[src/rtl/gl_pkg.sv]
package gl_pkg;
  localparam logic [1:0] REG_CTRL  = 2'd0;
  localparam logic [1:0] REG_INDEX = 2'd1;
  localparam logic [1:0] REG_DATA  = 2'd2;

  localparam logic [1:0] MODE_BYPASS = 2'd0;
  localparam logic [1:0] MODE_RAM    = 2'd2;

  localparam int CTRL_MODE_LSB = 0;
  localparam int CTRL_SEL_BIT  = 4;
  localparam int CTRL_HOST_BIT = 8;
  localparam int CTRL_MASK_LSB = 12;

  typedef struct packed {
    logic [1:0] mode;
    logic       sel;
    logic       host_sel;
    logic [2:0] mask;
  } ctrl_t;
endpackage

[src/rtl/gl_host_regs.sv]
module gl_host_regs
  import gl_pkg::*;
#(
  parameter int HOST_W      = 32,
  parameter int IDX_W       = 5,
  parameter int ENTRY_W     = 12,
  parameter int NUM_ENTRIES = 17
) (
  input  logic               clk,
  input  logic               rst,
  input  logic               host_we,
  input  logic [1:0]         host_addr,
  input  logic [HOST_W-1:0]  host_wdata,
  output ctrl_t              ctrl,
  output logic [IDX_W-1:0]   wr_idx,
  output logic [2:0]         wr_ch,
  output logic [ENTRY_W-1:0] wr_data
);
  localparam logic [IDX_W-1:0] LAST_IDX = IDX_W'(NUM_ENTRIES - 1);

  logic data_wr;
  assign data_wr = host_we && (host_addr == REG_DATA);
  assign wr_ch   = (data_wr && (wr_idx <= LAST_IDX)) ? ctrl.mask : 3'b000;
  assign wr_data = host_wdata[ENTRY_W-1:0];

  always_ff @(posedge clk) begin
    if (rst) begin
      ctrl.mode     <= MODE_BYPASS;
      ctrl.sel      <= 1'b0;
      ctrl.host_sel <= 1'b0;
      ctrl.mask     <= 3'b111;
      wr_idx        <= '0;
    end else if (host_we) begin
      case (host_addr)
        REG_CTRL: begin
          ctrl.mode     <= host_wdata[CTRL_MODE_LSB +: 2];
          ctrl.sel      <= host_wdata[CTRL_SEL_BIT];
          ctrl.host_sel <= host_wdata[CTRL_HOST_BIT];
          ctrl.mask     <= host_wdata[CTRL_MASK_LSB +: 3];
        end
        REG_INDEX: wr_idx <= host_wdata[IDX_W-1:0];
        REG_DATA:  wr_idx <= wr_idx + 1'b1;
        default: ;
      endcase
    end
  end
endmodule

[src/rtl/gl_chan_lut.sv]
module gl_chan_lut #(
  parameter int ENTRY_W  = 12,
  parameter int SEG_BITS = 4,
  parameter int IDX_W    = SEG_BITS + 1
) (
  input  logic                clk,
  input  logic                we,
  input  logic                wbank,
  input  logic [IDX_W-1:0]    widx,
  input  logic [ENTRY_W-1:0]  wdata,
  input  logic                rbank,
  input  logic [SEG_BITS-1:0] rseg,
  output logic [ENTRY_W-1:0]  lo,
  output logic [ENTRY_W-1:0]  hi
);
  localparam int EVEN_D = (1 << (SEG_BITS - 1)) + 1;
  localparam int ODD_D  = 1 << (SEG_BITS - 1);

  logic [SEG_BITS-1:0] w_half;
  logic [SEG_BITS:0]   seg_p1;
  logic [SEG_BITS-1:0] r_even;
  logic [SEG_BITS-2:0] r_odd;
  assign w_half = widx[IDX_W-1:1];
  assign seg_p1 = {1'b0, rseg} + 1'b1;
  assign r_even = seg_p1[SEG_BITS:1];
  assign r_odd  = rseg[SEG_BITS-1:1];

  logic [ENTRY_W-1:0] even_q [2];
  logic [ENTRY_W-1:0] odd_q  [2];
  logic               rbank_q, par_q;

  for (genvar b = 0; b < 2; b++) begin : g_bank
    logic [ENTRY_W-1:0] even_mem [EVEN_D];
    logic [ENTRY_W-1:0] odd_mem  [ODD_D];
    always_ff @(posedge clk) begin
      if (we && (wbank == 1'(b)) && !widx[0]) even_mem[w_half] <= wdata;
      if (we && (wbank == 1'(b)) &&  widx[0]) odd_mem[w_half[SEG_BITS-2:0]] <= wdata;
      even_q[b] <= even_mem[r_even];
      odd_q[b]  <= odd_mem[r_odd];
    end
  end

  always_ff @(posedge clk) begin
    rbank_q <= rbank;
    par_q   <= rseg[0];
  end

  logic [ENTRY_W-1:0] even_sel, odd_sel;
  assign even_sel = even_q[rbank_q];
  assign odd_sel  = odd_q[rbank_q];
  assign lo = par_q ? odd_sel  : even_sel;
  assign hi = par_q ? even_sel : odd_sel;
endmodule

[src/rtl/gl_interp.sv]
module gl_interp #(
  parameter int ENTRY_W = 12,
  parameter int FRAC_W  = 6,
  parameter int PIX_W   = 10
) (
  input  logic [ENTRY_W-1:0] lo,
  input  logic [ENTRY_W-1:0] hi,
  input  logic [FRAC_W-1:0]  frac,
  output logic [PIX_W-1:0]   y
);
  localparam int W = ENTRY_W + FRAC_W + 3;
  localparam logic signed [W-1:0] HALF = W'(1 << (FRAC_W - 1));
  localparam logic signed [W-1:0] MAXV = W'((1 << PIX_W) - 1);

  logic signed [W-1:0] lo_s, hi_s, fr_s, prod, val;
  assign lo_s = W'(lo);
  assign hi_s = W'(hi);
  assign fr_s = W'(frac);
  assign prod = (hi_s - lo_s) * fr_s + HALF;
  assign val  = lo_s + (prod >>> FRAC_W);

  logic [W-1:0] val_unused;
  assign val_unused = val;

  always_comb begin
    if (val < 0)          y = '0;
    else if (val > MAXV)  y = MAXV[PIX_W-1:0];
    else                  y = val_unused[PIX_W-1:0];
  end
endmodule

[src/rtl/gamma_lut_pingpong.sv]
module gamma_lut_pingpong
  import gl_pkg::*;
#(
  parameter int PIX_W    = 10,
  parameter int SEG_BITS = 4,
  parameter int ENTRY_W  = 12,
  parameter int HOST_W   = 32
) (
  input  logic              clk,
  input  logic              rst,
  input  logic              host_we,
  input  logic [1:0]        host_addr,
  input  logic [HOST_W-1:0] host_wdata,
  input  logic              frame_start,
  input  logic              pix_valid,
  input  logic [PIX_W-1:0]  pix_r,
  input  logic [PIX_W-1:0]  pix_g,
  input  logic [PIX_W-1:0]  pix_b,
  output logic              out_valid,
  output logic [PIX_W-1:0]  out_r,
  output logic [PIX_W-1:0]  out_g,
  output logic [PIX_W-1:0]  out_b,
  output logic [1:0]        status_mode,
  output logic              status_sel
);
  localparam int FRAC_W      = PIX_W - SEG_BITS;
  localparam int NUM_ENTRIES = (1 << SEG_BITS) + 1;
  localparam int IDX_W       = SEG_BITS + 1;
  localparam int NCH         = 3;

  ctrl_t              ctrl;
  logic [IDX_W-1:0]   wr_idx;
  logic [2:0]         wr_ch;
  logic [ENTRY_W-1:0] wr_data;
  logic [1:0]         ctl_mode;
  logic               ctl_sel, ctl_hsel;

  gl_host_regs #(
    .HOST_W(HOST_W), .IDX_W(IDX_W), .ENTRY_W(ENTRY_W), .NUM_ENTRIES(NUM_ENTRIES)
  ) u_regs (
    .clk(clk), .rst(rst), .host_we(host_we), .host_addr(host_addr),
    .host_wdata(host_wdata), .ctrl(ctrl), .wr_idx(wr_idx), .wr_ch(wr_ch),
    .wr_data(wr_data)
  );

  assign ctl_mode = ctrl.mode;
  assign ctl_sel  = ctrl.sel;
  assign ctl_hsel = ctrl.host_sel;

  // Active copies, loaded only at a frame boundary
  logic [1:0] act_mode;
  logic       act_sel;
  always_ff @(posedge clk) begin
    if (rst) begin
      act_mode <= MODE_BYPASS;
      act_sel  <= 1'b0;
    end else if (frame_start) begin
      act_mode <= ctl_mode;
      act_sel  <= ctl_sel;
    end
  end
  assign status_mode = act_mode;
  assign status_sel  = act_sel;

  logic [PIX_W-1:0]   pix_in  [NCH];
  logic [PIX_W-1:0]   s1_pix  [NCH];
  logic [FRAC_W-1:0]  s1_frac [NCH];
  logic [ENTRY_W-1:0] lo      [NCH];
  logic [ENTRY_W-1:0] hi      [NCH];
  logic [PIX_W-1:0]   interp  [NCH];
  logic [PIX_W-1:0]   res     [NCH];
  logic               s1_valid, s1_bypass;

  assign pix_in[0] = pix_r;
  assign pix_in[1] = pix_g;
  assign pix_in[2] = pix_b;

  // Stage 1: table read and operand capture
  always_ff @(posedge clk) begin
    if (rst) begin
      s1_valid  <= 1'b0;
      s1_bypass <= 1'b1;
    end else begin
      s1_valid  <= pix_valid;
      s1_bypass <= (act_mode != MODE_RAM);
    end
  end

  for (genvar c = 0; c < NCH; c++) begin : g_ch
    always_ff @(posedge clk) begin
      s1_pix[c]  <= pix_in[c];
      s1_frac[c] <= pix_in[c][FRAC_W-1:0];
    end

    gl_chan_lut #(
      .ENTRY_W(ENTRY_W), .SEG_BITS(SEG_BITS), .IDX_W(IDX_W)
    ) u_lut (
      .clk(clk), .we(wr_ch[NCH-1-c]), .wbank(ctl_hsel), .widx(wr_idx),
      .wdata(wr_data), .rbank(act_sel), .rseg(pix_in[c][PIX_W-1:FRAC_W]),
      .lo(lo[c]), .hi(hi[c])
    );

    gl_interp #(
      .ENTRY_W(ENTRY_W), .FRAC_W(FRAC_W), .PIX_W(PIX_W)
    ) u_interp (
      .lo(lo[c]), .hi(hi[c]), .frac(s1_frac[c]), .y(interp[c])
    );

    // Stage 2: registered result
    always_ff @(posedge clk) begin
      if (rst) res[c] <= '0;
      else     res[c] <= s1_bypass ? s1_pix[c] : interp[c];
    end
  end

  always_ff @(posedge clk) begin
    if (rst) out_valid <= 1'b0;
    else     out_valid <= s1_valid;
  end

  assign out_r = res[0];
  assign out_g = res[1];
  assign out_b = res[2];
endmodule

[config.mk]
export PLATFORM = sky130hd
export DESIGN_NAME = gamma_lut_pingpong
export DESIGN_NICKNAME = d
export VERILOG_FILES = /design/src/rtl/gl_pkg.sv /design/src/rtl/gl_host_regs.sv /design/src/rtl/gl_chan_lut.sv /design/src/rtl/gl_interp.sv /design/src/rtl/gamma_lut_pingpong.sv
export SDC_FILE = /design/constraint.sdc
export NUM_CORES = 2
export LEC_CHECK = 0
export BUFFER_PORTS_ARGS = -buffer_cell sky130_fd_sc_hd__buf_2
export CORE_ASPECT_RATIO = 1.4
export CORE_MARGIN = 3
export CORE_UTILIZATION = 27
export DETAILED_ROUTE_END_ITERATION = 8
export RECOVER_POWER = 100
export SETUP_SLACK_MARGIN = 0.15
export SYNTH_ARGS = -nofsm -noshare
export SYNTH_HDL_FRONTEND = slang
export SYNTH_SLANG_ARGS = --single-unit
[constraint.sdc]
create_clock -name clk -period 10.3 [get_ports clk]
set_clock_uncertainty 0.05 [all_clocks]
set_input_delay 0.515 -clock clk [delete_from_list [all_inputs] [get_ports clk]]
set_output_delay 0.515 -clock clk [all_outputs]
set_load 0.02 [all_outputs]
After elaboration in Yosys (flattened, before gate mapping)
Memories as Yosys holds them, arrays and structs flattened. A register that Yosys moved wholly into a read port is not among the register bits.
Cells that the tools add are included.
{"block": "totals", "reg_bits": 21, "mem_bits_rw": 1446, "word_cells": 136, "n_memories": 21}
{"block": "op_classes", "add_sub_neg": 13, "n_mul": 3, "magnitude_cmp": 7, "n_eq_ne": 3, "muxes": 47, "bitwise": 4, "reduce_logical": 25}
{"memory": "g_ch[0].u_lut.g_bank[0].even_mem", "words": 9, "word_bits": 12, "rd": 1, "rd_ports_with_merged_regs": 0, "wr": 1, "line": "gl_chan_lut.sv:33", "source": "logic [ENTRY_W-1:0] even_mem [EVEN_D];"}
{"memory": "g_ch[0].u_lut.g_bank[1].even_mem", "words": 9, "word_bits": 12, "rd": 1, "rd_ports_with_merged_regs": 0, "wr": 1, "line": "gl_chan_lut.sv:33"}
{"memory": "g_ch[1].u_lut.g_bank[0].even_mem", "words": 9, "word_bits": 12, "rd": 1, "rd_ports_with_merged_regs": 0, "wr": 1, "line": "gl_chan_lut.sv:33"}
{"memory": "g_ch[1].u_lut.g_bank[1].even_mem", "words": 9, "word_bits": 12, "rd": 1, "rd_ports_with_merged_regs": 0, "wr": 1, "line": "gl_chan_lut.sv:33"}
{"memory": "g_ch[2].u_lut.g_bank[0].even_mem", "words": 9, "word_bits": 12, "rd": 1, "rd_ports_with_merged_regs": 0, "wr": 1, "line": "gl_chan_lut.sv:33"}
{"memory": "g_ch[2].u_lut.g_bank[1].even_mem", "words": 9, "word_bits": 12, "rd": 1, "rd_ports_with_merged_regs": 0, "wr": 1, "line": "gl_chan_lut.sv:33"}
{"memory": "15 more memories"}
{"operator": "2-to-1 mux 10 bit", "n": 12}
{"operator": "2-to-1 mux 12 bit", "n": 6}
{"operator": "adder 21 x 7 -> 21 bit, second input constant", "n": 3}
{"operator": "multiplier 21 x 7 -> 21 bit", "n": 3}
{"operator": "adder 13 x 15 -> 16 bit", "n": 3}
{"operator": "greater-than comparator 16 x 11 -> 1 bit, second input constant", "n": 3}
{"operator": "< comparator 16 x 1 -> 1 bit, second input constant", "n": 3}
{"operator": "subtractor 12 x 12 -> 13 bit", "n": 3}
{"operator": "2-to-1 mux 1 bit", "n": 27}
{"operator": "logical AND 1 bit", "n": 20}
{"operator": "adder 4 x 1 -> 5 bit, second input constant", "n": 3}
{"operator": "one-hot mux 5 bit (2 select lines)", "n": 1}
{"operator": "adder 5 x 1 -> 5 bit, second input constant", "n": 1}
{"operator": "less-or-equal comparator 5 bit, second input constant", "n": 1}
{"operator": "AND reduction 2 bit", "n": 2}
{"operator": "2-to-1 mux 3 bit", "n": 1}
{"operator": "bitwise OR 1 bit", "n": 3}
{"operator": "== test 2 x 1 -> 1 bit, second input constant", "n": 1}
{"operator": "== test 2 bit, second input constant", "n": 1}
{"operator": "logical NOT 2 bit", "n": 1}
{"operator": "!= test 2 bit, second input constant", "n": 1}
{"operator": "nonzero test 2 bit", "n": 1}
{"operator": "logical NOT 1 bit", "n": 1}
{"operator": "NOT 1 bit", "n": 1}

Depth between registers and ports, before layout
{"block": "logic_depth", "ltp_word": 10, "mapped_depth": 41}

By module
A second synthesis with hierarchy kept.
{"block": "hier_totals", "hier_cells": 4079, "area_unflattened_um2": 67546.0}
{"mod": "gl_chan_lut at g_ch[1].u_lut ...", "n_inst": 2, "cells_per_inst": 747, "area_each_um2": 17231.5, "seq_area_each_um2": 13252.7}
{"mod": "gl_chan_lut at g_ch[0].u_lut", "n_inst": 1, "cells_per_inst": 745, "area_each_um2": 17229.0, "seq_area_each_um2": 13252.7}
{"mod": "gl_interp at g_ch[0].u_interp", "n_inst": 1, "cells_per_inst": 532, "area_each_um2": 4435.5, "seq_area_each_um2": 0.0}
{"mod": "gl_interp at g_ch[2].u_interp", "n_inst": 1, "cells_per_inst": 546, "area_each_um2": 4435.5, "seq_area_each_um2": 0.0}
{"mod": "gl_interp at g_ch[1].u_interp", "n_inst": 1, "cells_per_inst": 530, "area_each_um2": 4354.2, "seq_area_each_um2": 0.0}
{"mod": "gamma_lut_pingpong", "n_inst": 1, "cells_per_inst": 144, "area_each_um2": 1886.8, "seq_area_each_um2": 1321.3}
{"mod": "gl_host_regs", "n_inst": 1, "cells_per_inst": 88, "area_each_um2": 742.0, "seq_area_each_um2": 240.2}

Worst setup path after synthesis
Ideal clock, no wire load.
{"block": "synth_timing", "path_type": "flip-flop to flip-flop", "start": "reg (tool-made name)", "end": "mem res[2][1]", "t_arrival_ps": 9238, "slack_ps": 892, "stages_incl_launch_ff": 38, "n_path_buf": 2, "synth_period_minus_slack_ps": 9408, "path_cell_list": "dfxtp_1 -> clkbuf_1 -> buf_1 -> mux4_2 -> ha_1 -> fa_1 -> nor2b_1 -> o21ai_0 -> a21boi_0 -> o21ai_0 -> a21boi_0 -> o21ai_1 -> nand2_1 -> xor2_1 -> and2_1 -> fa_1 -> fa_1 -> fa_1 -> [... 2 more ...] -> inv_1 -> ha_1 -> a211oi_1 -> a21oi_1 -> a21oi_1 -> nor2b_1 -> o21a_1 -> nor2_1 -> xnor2_1 -> ha_1 -> a21oi_1 -> o21ai_0 -> a21oi_1 -> o21bai_1 -> or4_4 -> a21boi_4 -> o32ai_4 -> a211o_1"}
{"item": "end: declaration", "line": "gamma_lut_pingpong.sv:71", "source": "logic [PIX_W-1:0] res [NCH];"}

==> impl_metrics.toml <==
[run_status]
status = "complete, but fails checks"
failed_checks = "capacitance limit, slew limit"

[finish]
area_growth_pct = 14.6
drive_gt1_share_pct = 16.9
nFillCells = 23900
fin_nets = 4791

[timing]
max_freq_mhz = 104
slew_headroom_pct = -238
rsz0062_at_grt = "true"
post-route-period-util_pct = 93.3
final-max-slew-violation-count = 1740
period_needed_ns = 9.61
tightestPinTransition_ns = 5.07
hold_viol = 0
setup-violations-final = 0
timing.setup.tns_ns = 0

[drt]
vias_per_cell = 4.56
vias = 35000
wl_per_cell_um = 20.2
drt-initial-drc-count = 2462
dr.pass1.iters = 7
ant_nets = 0
drc = 0
wirelength_um = 155000

[placed_design]
dp_hpwl_um = 102000
globalplace.congestion = 0.810
port_buffers = 85

[worst_setup_path]
critical-path-top-delay-family = "compound AO/OA/AOI/OAI gates"
max_stage_delay_ns = 0.60
crit_slowest_cell = "mux4_2"
end_kind = "register"
crit_type = "reg2reg"
worstPathRequired_ns = 10.90
worstPathMaxFanout = 18
critPathBufInv = 3
startpoint_type = "register"
arrival_ns = 10.21

[grt]
grt_pass1_vias = 37100
grtUsageTotal_pct = 12.2
grt_max_degree = 105
grt-ovfl-total = 0
grt_pass1_wl_um = 235000
antenna_found_initial = 12

[cts]
clock_latency_ns = 0.77
htreeDepth = 4
cts.sinks = 1447
cts-root-buf = "clkbuf_16"
cts_buffers = 152
cts_tree = "built"
path_clk_slew_ns = 0.06
clock_path_buffers = 4

[run]
maxCapViolations = 39

[synthesis]
synth-main-ff-cell = "edfxtp_1"
ys_seq_elements = 1447
synth-edff-count = 1224
syn_area_mm2 = 0.0664
yosys.area.top_type = "edfxtp_1"
synth_top_area_share_pct = 55.4
seq_area_frac_synth_pct = 62.1
synth.distinct_cells = 85
yosysWarningCount = 0
synth_area_leaders = "edfxtp_1 (55%), mux4_2 (12%), dfxtp_1 (6.7%)"
syn_area_per_cell_um2 = 16.3
syn_inst = 4066
synthArstFlopShare_pct = 0
syn_nets = 4550

[floorplanning]
die_h_um = 593
num_rows = 214
chipWidth_um = 425
dieArea_mm2 = 0.252
io_pins = 103
start_util_pct = 27.2
coreArea_mm2 = 0.244

[worst_hold_path]
hp-class = "in2reg"
==> metal layers <==
layer / up-vias / track usage [%] / share of wire (%)
met4: 2 / 4.52 / 3.7
li1: 15700 / - / -
met2: 755 / 22.8 / 54
met3: 282 / 1.62 / 4.3
met1: 18200 / 14.1 / 38
met5: - / 0 / 0.0078
==> cell type report <==
class	instances	area (µm²)	share of cell area, %
diodes	9	22.5	0.0296
multi-input cells	2125	23400	30.8
well taps	3240	4050	5.33
clock buffers	212	4290	5.63
flip-flops and latches	1447	41200	54.2
inverters	332	1250	1.64
clock inverters	55	512	0.672
repair buffers	249	1320	1.73
==> cell usage after synthesis (all sizes together) (6+ instances only) <==
master / instances
a21o: 16
xor2: 23
a211o: 7
or2: 12
dfxtp: 223
a22o: 10
nand2: 170
fa: 177
inv: 332
xnor2: 70
mux2i: 86
and2b: 7
nor2: 207
and2: 177
or3: 9
clkbuf: 114
o21ai: 127
mux4: 360
and3: 13
nand2b: 23
nor3: 19
ha: 238
o21a: 21
buf: 48
mux2: 73
o211ai: 15
a31oi: 6
a211oi: 11
nand3: 45
a221o: 20
a21boi: 13
nand3b: 6
edfxtp: 1224
nor2b: 40
a21oi: 64
==> through the flow <==
step	instances	worst slack [ns]	hold WS, ns	instance area [µm²]	util, %
2_1_floorplan	4066	0.892	0.364	66400	-
3_3_place_gp	7359	0.583	0.347	71400	29.3
3_5_place_dp	7359	0.521	0.352	71400	29.3
4_1_cts	7652	0.477	0.0241	76500	31.4
5_1_grt	7664	0.0714	0.103	76100	31.2
6_report	7669	0.686	0.110	76100	31.2
==> sequential cells by signal, summed over array words and instances (netlist names), 5 cells and up, named ones only <==
signal,cells
g_ch.u_lut.even_q,72
g_ch.u_lut.g_bank.even_mem,648
g_ch.u_lut.g_bank.odd_mem,576
g_ch.u_lut.odd_q,72
res,30
s1_pix,30
u_regs.ctrl,7
u_regs.wr_idx,5
==> worst reg2reg max path, delay by kind of cell, from the launching register on <==
family                     cells  cell delay (ns)
and+or+nand+nor                5             0.94
muxes                          1             0.60
buffers and inverters          3             0.53
adders and majority gates      7             2.91
xor gates and xnor gates       2             0.79
AOI/OAI and AO/OA             15             3.16
DFF                            1             0.51
==> layout by cell type (no fill, tap or decap), types with 23 or more instances in the layout <==
master	instances
nand2b_1	23
inv_1	332
a21oi_1	64
nand3_1	45
buf_4	43
mux4_2	360
fa_1	177
and2_1	174
mux2_2	46
o21ai_0	115
mux2i_1	85
nor2b_1	39
nor2_1	206
nand2_1	170
dfxtp_1	222
xnor2_1	66
dlygate4sd3_1	26
edfxtp_1	1224
mux2_1	27
clkbuf_16	157
clkbuf_1	188
buf_2	29
ha_1	237
==> repair_timing <==
item,in CTS,in global routing
endpoints found under the hold margin,46,0
setup buffers,0,8
resized for setup,0,4
hold buffers,26,0
endpoints found under the setup margin,0,25
==> kinds of logic after synthesis <==
| family | count (synthesis) | synth area share (%) |
|---|---|---|
| buffers and inverters | 494 | 2.82 |
| multiplexers | 519 | 14.8 |
| AND/OR/NAND/NOR | 748 | 5.63 |
| XOR/XNOR | 93 | 1.25 |
| AO/OA/AOI/OAI | 350 | 3.64 |
| adder cells (fa/ha/maj) | 415 | 9.82 |
| flip-flops | 1447 | 62.1 |
==> path summary, 6_finish.rpt <==
kind | startpoint | to | slack [ns] | depth (start not counted)
worst max-delay path | register | res[2][1]$_SDFF_PP0_ | 0.69 | 33
worst min-delay path | host_we | u_regs.ctrl[5]$_SDFFE_PP0P_ | 0.11 | 3
worst max register to register | register | res[2][1]$_SDFF_PP0_ | 0.69 | 33
worst min register to register | status_sel$_SDFFE_PP0P_ | register | 0.36 | 0
Power is not shown: default switching activity piles up to over one toggle a cycle in this logic, so the estimate is an artifact.
